### config.mk
export PLATFORM = sky130hd
export DESIGN_NAME = mac_err_stat
export DESIGN_NICKNAME = d
export VERILOG_FILES = /design/src/rtl/mac_err_pkg.sv /design/src/rtl/err_sat_counter.sv /design/src/rtl/err_status_reg.sv /design/src/rtl/mac_err_stat.sv
export SDC_FILE = /design/constraint.sdc
export NUM_CORES = 1
export LEC_CHECK = 0
export BUFFER_PORTS_ARGS = -buffer_cell sky130_fd_sc_hd__buf_2
export CAP_MARGIN = 20
export CORE_ASPECT_RATIO = 0.75
export CORE_UTILIZATION = 50
export CTS_CLUSTER_DIAMETER = 30
export DETAILED_ROUTE_END_ITERATION = 10
export MAX_ROUTING_LAYER = met4
export PLACE_DENSITY = 0.73
export SYNTH_ARGS = -nofsm -noshare
export SYNTH_HDL_FRONTEND = slang
export SYNTH_SLANG_ARGS = --single-unit
### constraint.sdc
create_clock -name clk -period 2.2 [get_ports clk]
set_input_delay 0.11 -clock clk [delete_from_list [all_inputs] [get_ports clk]]
set_output_delay 0.11 -clock clk [all_outputs]
set_load 0.05 [all_outputs]
### src/rtl/mac_err_pkg.sv
package mac_err_pkg;
   localparam int ST_W  = 14;
   localparam int NCNT  = 4;
   localparam int FIFO_EV_W = 7;
   localparam int RXERR_W   = 7;

   localparam int ST_RXD_OVR = 0;
   localparam int ST_RXL_OVR = 1;
   localparam int ST_MISS    = 7;
   localparam int ST_COLL    = 8;
   localparam int ST_FCS     = 9;
   localparam int ST_ALIGN   = 13;

   // bits that only a reset can clear
   localparam logic [ST_W-1:0] STICKY_MASK = 14'b00_0000_0111_1110;

   localparam int ADR_STATUS = 0;
   localparam int ADR_ENABLE = 1;
   localparam int ADR_CNT0   = 2;
endpackage

### src/rtl/err_sat_counter.sv
module err_sat_counter #(
   parameter int W = 32
) (
   input  logic         clk,
   input  logic         rst_n,
   input  logic         clr,
   input  logic         inc,
   output logic [W-1:0] q
);
   localparam logic [W-1:0] TOP = '1;

   always_ff @(posedge clk or negedge rst_n) begin
      if (!rst_n)
         q <= '0;
      else if (clr)
         q <= '0;
      else if (inc && (q != TOP))
         q <= q + W'(1);
   end
endmodule

### src/rtl/err_status_reg.sv
module err_status_reg #(
   parameter int            W      = 14,
   parameter logic [W-1:0]  STICKY = '0
) (
   input  logic         clk,
   input  logic         rst_n,
   input  logic         clr,
   input  logic [W-1:0] set,
   input  logic [W-1:0] w1c,
   output logic [W-1:0] q
);
   for (genvar i = 0; i < W; i++) begin : g_bit
      if (STICKY[i]) begin : g_reset_only
         always_ff @(posedge clk or negedge rst_n) begin
            if (!rst_n)      q[i] <= 1'b0;
            else if (clr)    q[i] <= 1'b0;
            else if (set[i]) q[i] <= 1'b1;
         end
      end else begin : g_w1c
         always_ff @(posedge clk or negedge rst_n) begin
            if (!rst_n)      q[i] <= 1'b0;
            else if (clr)    q[i] <= 1'b0;
            else if (set[i]) q[i] <= 1'b1;
            else if (w1c[i]) q[i] <= 1'b0;
         end
      end
   end
endmodule

### src/rtl/mac_err_stat.sv
module mac_err_stat
   import mac_err_pkg::*;
#(
   parameter int DATA_W = 32,
   parameter int CNT_W  = 32,
   parameter int ADDR_W = 3
) (
   input  logic                 clk,
   input  logic                 rst_n,
   input  logic                 soft_rst,
   input  logic [6:0]           fifo_ev,
   input  logic [6:0]           rx_err_ev,
   input  logic                 rx_frm_start,
   input  logic                 rx_len_full,
   input  logic                 wr_en,
   input  logic [ADDR_W-1:0]    wr_addr,
   input  logic [DATA_W-1:0]    wr_data,
   input  logic [ADDR_W-1:0]    rd_addr,
   output logic [DATA_W-1:0]    rd_data,
   output logic                 irq
);
   localparam int NREG = ADR_CNT0 + NCNT;

   if (CNT_W < 1 || CNT_W > DATA_W) begin : g_bad_cnt_w
      $error("CNT_W must lie in 1..DATA_W");
   end
   if (DATA_W < ST_W) begin : g_bad_data_w
      $error("DATA_W too narrow for the status register");
   end
   if ((1 << ADDR_W) < NREG) begin : g_bad_addr_w
      $error("ADDR_W too narrow for the register map");
   end

   logic              drop;
   logic [ST_W-1:0]   ev_vec;
   logic [ST_W-1:0]   w1c;
   logic [ST_W-1:0]   status_q;
   logic [ST_W-1:0]   enable_q;
   logic [NCNT-1:0]   cnt_inc;
   logic [NCNT*CNT_W-1:0] cnt_flat;

   // frame start into a full length FIFO is dropped and counted as missed
   assign drop   = rx_frm_start & rx_len_full;
   assign ev_vec = {rx_err_ev[6:1], rx_err_ev[0] | drop, fifo_ev};
   assign w1c    = (wr_en && wr_addr == ADDR_W'(ADR_STATUS)) ? wr_data[ST_W-1:0] : '0;

   err_status_reg #(.W(ST_W), .STICKY(STICKY_MASK)) i_status (
      .clk   (clk),
      .rst_n (rst_n),
      .clr   (soft_rst),
      .set   (ev_vec),
      .w1c   (w1c),
      .q     (status_q)
   );

   always_ff @(posedge clk or negedge rst_n) begin
      if (!rst_n)
         enable_q <= '0;
      else if (wr_en && wr_addr == ADDR_W'(ADR_ENABLE))
         enable_q <= wr_data[ST_W-1:0];
   end

   assign cnt_inc = {ev_vec[ST_ALIGN], ev_vec[ST_FCS], ev_vec[ST_COLL], ev_vec[ST_MISS]};

   for (genvar k = 0; k < NCNT; k++) begin : g_cnt
      err_sat_counter #(.W(CNT_W)) i_cnt (
         .clk   (clk),
         .rst_n (rst_n),
         .clr   (soft_rst),
         .inc   (cnt_inc[k]),
         .q     (cnt_flat[k*CNT_W +: CNT_W])
      );
   end

   always_comb begin
      rd_data = '0;
      if (rd_addr == ADDR_W'(ADR_STATUS))
         rd_data = DATA_W'(status_q);
      else if (rd_addr == ADDR_W'(ADR_ENABLE))
         rd_data = DATA_W'(enable_q);
      for (int k = 0; k < NCNT; k++) begin
         if (rd_addr == ADDR_W'(ADR_CNT0 + k))
            rd_data = DATA_W'(cnt_flat[k*CNT_W +: CNT_W]);
      end
   end

   assign irq = |(status_q & enable_q);
endmodule

## After elaboration in Yosys (flattened, before gate mapping)

Index checks and enable logic that the tools add are counted.

| word-level totals | value |
|---|---|
| register bits | 156 |
| input bits | 58 |
| output and inout bits | 33 |

| operators by class | value |
|---|---|
| add/sub/neg operators | 4 |
| reduce and logical (&&, ||, !) cells | 27 |
| multiplexer cells | 51 |
| bitwise operators | 3 |
| equality and inequality tests | 10 |

Operators by type and width:

| cell | number |
|---|---|
| $mux 32 | 12 |
| $add 32x1->32 const B | 4 |
| $ne 32x32->1 const B | 4 |
| $mux 14 | 3 |
| $mux 1 | 36 |
| $reduce_bool 3->1 | 8 |
| $reduce_bool 2->1 | 10 |
| $and 14x14->14 | 1 |
| $reduce_or 14->1 | 1 |
| $eq 3x1->1 const B | 2 |
| $eq 3x2->1 const B | 2 |
| $eq 3x3->1 const B | 2 |
| $logic_and 1x1->1 | 6 |
| $logic_not 3->1 | 2 |
| $and 1x1->1 | 1 |
| $or 1x1->1 | 1 |

## Longest topological paths before layout

| depth | value |
|---|---|
| depth in word-level cells | 7 |
| depth in mapped cells | 8 |

## Modules after synthesis

From an unflattened synthesis, not the netlist that was laid out.

| second synthesis, totals | value |
|---|---|
| cell total of the unflattened synthesis | 1,084 |
| area, all modules | 10,128.5 µm² |

By module, submodules not included:

| module | area each (µm²) | times used | cells each | seq. area each (µm²) |
|---|---|---|---|---|
| err_sat_counter | 1,854.3 | 4 | 198 | 800.8 |
| mac_err_stat | 2,184.6 | 1 | 241 | 350.3 |
| err_status_reg | 526.8 | 1 | 51 | 350.3 |

## Worst setup path after synthesis

Ideal clock, no wire load.

| timing | value |
|---|---|
| path kind | register -> register |
| start | register g_cnt[0].i_cnt.q[0] |
| end | register g_cnt[0].i_cnt.q[30] |
| library setup time | 0.078 ns |
| required time | 2.122 ns |
| period minus slack after synthesis | 2.203 ns |
| setup slack | -0.003 ns |
| arrival | 2.126 ns |
| cell stages (with the launch flop) | 7 |
| path through | dfrtp_1 ha_1 nand3_1 or4_1 nand4b_1 or4_1 a21oi_1 |

| on the way | value |
|---|---|
| cells in the longest elaborated chain, start to end | 3 |

Ends and longest elaborated chain:

| item | RTL line | text |
|---|---|---|
| start, declared | err_sat_counter.sv:8 | `output logic [W-1:0] q` |
| start signal, assigned | err_sat_counter.sv:18 | `q <= q + W'(1);` |
| $add 32x1->32 or $ne 32x32->1 (tied branches) | err_sat_counter.sv:18, err_sat_counter.sv:17 |  |
| $mux 32 or $logic_and 1x1->1 (tied branches) | err_sat_counter.sv:17 | `else if (inc && (q != TOP))` |
| $mux 32 or $reduce_bool 2->1 (tied branches) | - |  |

Parallel ways exist; a longest one is shown, timed or not. The select of a mux whose other input is x is not followed.
A chain may end at the register's enable or synchronous reset.

## Worst setup path in the final report

| timing | value |
|---|---|
| start | register g_cnt[0].i_cnt.q[24] |
| end | register g_cnt[0].i_cnt.q[23] |

| on the way | value |
|---|---|
| cells in the longest elaborated chain, start to end | 3 |

Ends and longest elaborated chain:

| item | RTL line |
|---|---|
| $ne 32x32->1 | err_sat_counter.sv:17 |
| $logic_and 1x1->1 | err_sat_counter.sv:17 |
| $reduce_bool 2->1 (no source line) | - |

No other way between the ends.

==> flow_metrics.py <==
metrics = {
    "drt": {
        "post_drt_wl_per_cell_um": 19.16,
        "dr_total_vias": 9085,
        "dr.first_iter.drc_count": 995,
        "drc": 0,
        "first_pass_iters": 5,
        "avgViaCountPerCell": 6.184,
        "route.antenna.remaining_nets": 0,
        "wirelength_mm": 28.15,
    },
    "placement": {
        "dp_hpwl_mm": 19.35,
        "dp.cells": 1392,
        "dpl_cell_area_mm2": 0.01066,
        "dp_slack_ps": -2.856,
        "port_buffers": 72,
        "gp_congestion": 0.9455,
    },
    "logic_synthesis": {
        "synth-async-reset-ratio": 1.000,
        "yosysSeqAreaShare": 0.4215,
        "synth.avg_cell_area_um2": 9.134,
        "synthDistinctLibCells": 64,
        "ys_warn_count": 0,
        "synthTopCellsByArea": "dfrtp_1 42%, mux2i_1 7.5%, a21oi_1 5.6%",
        "synth_seq_cells": 156,
        "synth_top_cell_by_area": "dfrtp_1",
        "syn_inst": 1014,
        "synth-edff-count": 0,
        "synth.net_count": 1076,
        "ys.flop_type": "dfrtp_1",
        "synth_area_mm2": 0.009261,
        "synth_top_area_share": 0.4215,
    },
    "clock_network": {
        "clkTransAtPathRegs_ps": 70,
        "cts_tree": "built",
        "cts_buffers": 17,
        "root_buffer": "clkbuf_16",
        "clock_path_buffers": 2,
        "htree_levels": 4,
        "worstSkewPairLatency_ps": 440,
        "cts.sinks": 156,
    },
    "sta": {
        "fin_ws_ps": 23.77,
        "relSlewSlack": 0.4451,
        "worst_slew_pin_slew_ps": 832.4,
        "setup_viol": 0,
        "setup_tns_ps": 0,
        "min_period_ps": 2176,
        "final.period_utilization": 0.9892,
        "hold_slack_ps": 77.34,
        "finClkSkew_ps": 10.79,
        "finalHoldViolCount": 0,
        "rsz0062_at_grt": "true",
        "timing.fmax_ghz": 0.4595,
        "slew_violations": 0,
    },
    "global_routing": {
        "grt_pass1_vias": 8443,
        "grt_util_all_layers": 0.3108,
        "grt_pass1_wl_mm": 44.91,
        "grt_overflow": 0,
        "grt_max_degree": 71,
        "antenna_found_initial": 0,
    },
    "critical_path": {
        "max_stage_delay_ps": 620,
        "crit_fanout": 5,
        "end_kind": "flip-flop",
        "path_class": "flip-flop to flip-flop",
        "cp_data_required_time_ps": 2520,
        "reg2regPathDepth": 6,
        "timing.rr.end": "g_cnt[0].i_cnt.q[23]$_DFFE_PN0P_",
        "cp-start-kind": "flip-flop",
        "r2r_slack_ps": 20,
        "crit_start": "g_cnt[0].i_cnt.q[24]$_DFFE_PN0P_",
        "worstPathCellList": "nand4_1 > or4_4 > nor4_4 > buf_4 > nor4_1 > mux2_4",
        "r2r-start": "g_cnt[0].i_cnt.q[24]$_DFFE_PN0P_",
        "crit_path_top_delay_cell": "or4_4",
        "cp_data_arrival_time_ps": 2500,
    },
    "finish": {
        "layout_commonest_cell": "dfrtp_1",
        "final_cell_mix": "153 x dfrtp_1, 129 x buf_4, 102 x a21oi_1",
        "drive_above_1_share": 0.2453,
        "n_antenna_cell": 0,
        "area_growth_pct": 27.60,
        "fin_nets": 1276,
        "fin_area_mm2": 0.01182,
        "nFillCells": 1415,
        "stdcell_count": 1469,
    },
    "floorplan": {
        "rows": 42,
        "io_pins": 91,
        "die_x_um": 159.2,
        "coreArea_mm2": 0.01787,
        "die_y_um": 119.9,
        "fp.dieArea_mm2": 0.01908,
        "start_util": 0.5183,
    },
    "outcome": {
        "status": "finished clean",
    },
    "pwr": {
        "ir_worst_vdd_mv": 0.4120,
        "power_leakage_nw": 4.870,
        "powerDensity_mw_per_mm2": 591.2,
    },
    "min_path": {
        "hold_path_end": "i_status.q[8]$_DFFE_PN0P_",
        "hp-class": "input pin to flip-flop",
        "min_path_cells": 3,
        "hp-start": "rx_err_ev[1]",
    },
    "flow_run": {
        "max_cap_violations": 0,
    },
}
[layout make-up]
type	instances	area (µm²)	share of cell area
inverters	18	67.56	0.005717
clock buffers	18	439.2	0.03716
clock inverters	14	193.9	0.01641
repair buffers	235	1733	0.1466
well taps	242	302.8	0.02562
flip-flops and latches	156	3908	0.3307
multi-input cells	786	5174	0.4378
[synth_stat cells (4+ instances only)]
cell,number
o22ai_1,18
inv_1,18
o21ai_1,7
a211oi_1,6
o31ai_2,4
nor2_1,94
nand3_1,36
buf_2,7
buf_6,4
o31ai_1,25
nor4_1,17
or3_1,60
or4_1,32
buf_1,5
or2_2,5
nor2b_1,6
and3_1,6
ha_1,4
and4_1,9
nand2_1,76
xor2_1,18
dfrtp_1,156
o2111ai_1,9
xnor2_1,17
a22oi_1,4
o21ai_0,50
mux2i_1,69
o221ai_1,14
a21oi_1,104
nor3_1,6
clkbuf_1,37
nand4_1,31
mux2_2,16
[flip-flops by register name (all words and copies together), names as in the netlist]
signal	cells
i_status.q	14
g_cnt.i_cnt.q	128
enable_q	14
[metal layers]
metal / part of all wire / GRT usage / vias to the layer above / routed length, µm
met5: 0 / - / - / 0
met4: 0.019 / 0.09315 / 0 / 535
met3: 0.073 / 0.06360 / 46 / 2063
met2: 0.43 / 0.4386 / 367 / 12160
met1: 0.48 / 0.4481 / 4435 / 13390
li1: - / - / 4237 / -
[logic make-up after synthesis]
group                    after synthesis  share of synthesized area
buffers and inverters                 72                    0.03377
flip-flops                           156                     0.4215
AND/OR/NAND/NOR                      399                     0.2321
XOR/XNOR                              35                    0.03310
AO/OA/AOI/OAI                        260                     0.1756
adder cells (fa/ha/maj)                4                   0.005404
multiplexers                          88                    0.09849
[where the power goes]
group | total (mW) | internal, mW | switching [mW]
clock network | 3.21 | 1.93 | 1.28
registers | 3.05 | 2.96 | 0.0878
logic | 0.725 | 0.286 | 0.440
[worst max-delay path by stage]
| stage | cells after the start | slack, ps | endpoint |
|---|---|---|---|
| 2_1_floorplan | 6 | 30 | g_cnt[0].i_cnt.q[30]$_DFFE_PN0P_ |
| 3_3_place_gp | 6 | 80 | g_cnt[3].i_cnt.q[25]$_DFFE_PN0P_ |
| 3_5_place_dp | 6 | -3 | g_cnt[3].i_cnt.q[25]$_DFFE_PN0P_ |
| 4_1_cts | 7 | 10 | g_cnt[0].i_cnt.q[28]$_DFFE_PN0P_ |
| 5_1_grt | 7 | -50 | g_cnt[0].i_cnt.q[28]$_DFFE_PN0P_ |
| 6_report | 6 | 20 | g_cnt[0].i_cnt.q[23]$_DFFE_PN0P_ |
[critical path: cells and delay by family, from the launching register on]
| family | cells | cell delay (ps) |
|---|---|---|
| buffers and inverters | 1 | 190 |
| and+or+nand+nor | 4 | 1140 |
| muxes | 1 | 310 |
| DFF | 1 | 420 |
[through the flow]
stage               utilization  total power, mW
floorplan                     -            3.477
global placement         0.5964            3.734
detailed placement       0.5964            3.752
CTS                      0.6484            6.967
global route             0.6614            7.216
finish                   0.6614            6.987
[repair_timing]
| action | CTS | global route |
|---|---|---|
| pin swaps | 2 | 8 |
| gates resized for setup | 1 | 25 |
| setup buffers | 1 | 15 |
| cloned | 0 | 1 |
| hold buffers | 28 | 0 |
| endpoints found under the setup margin | 3 | 57 |
| endpoints found under the hold margin | 77 | 0 |
Power figures use the tool's default switching activity.
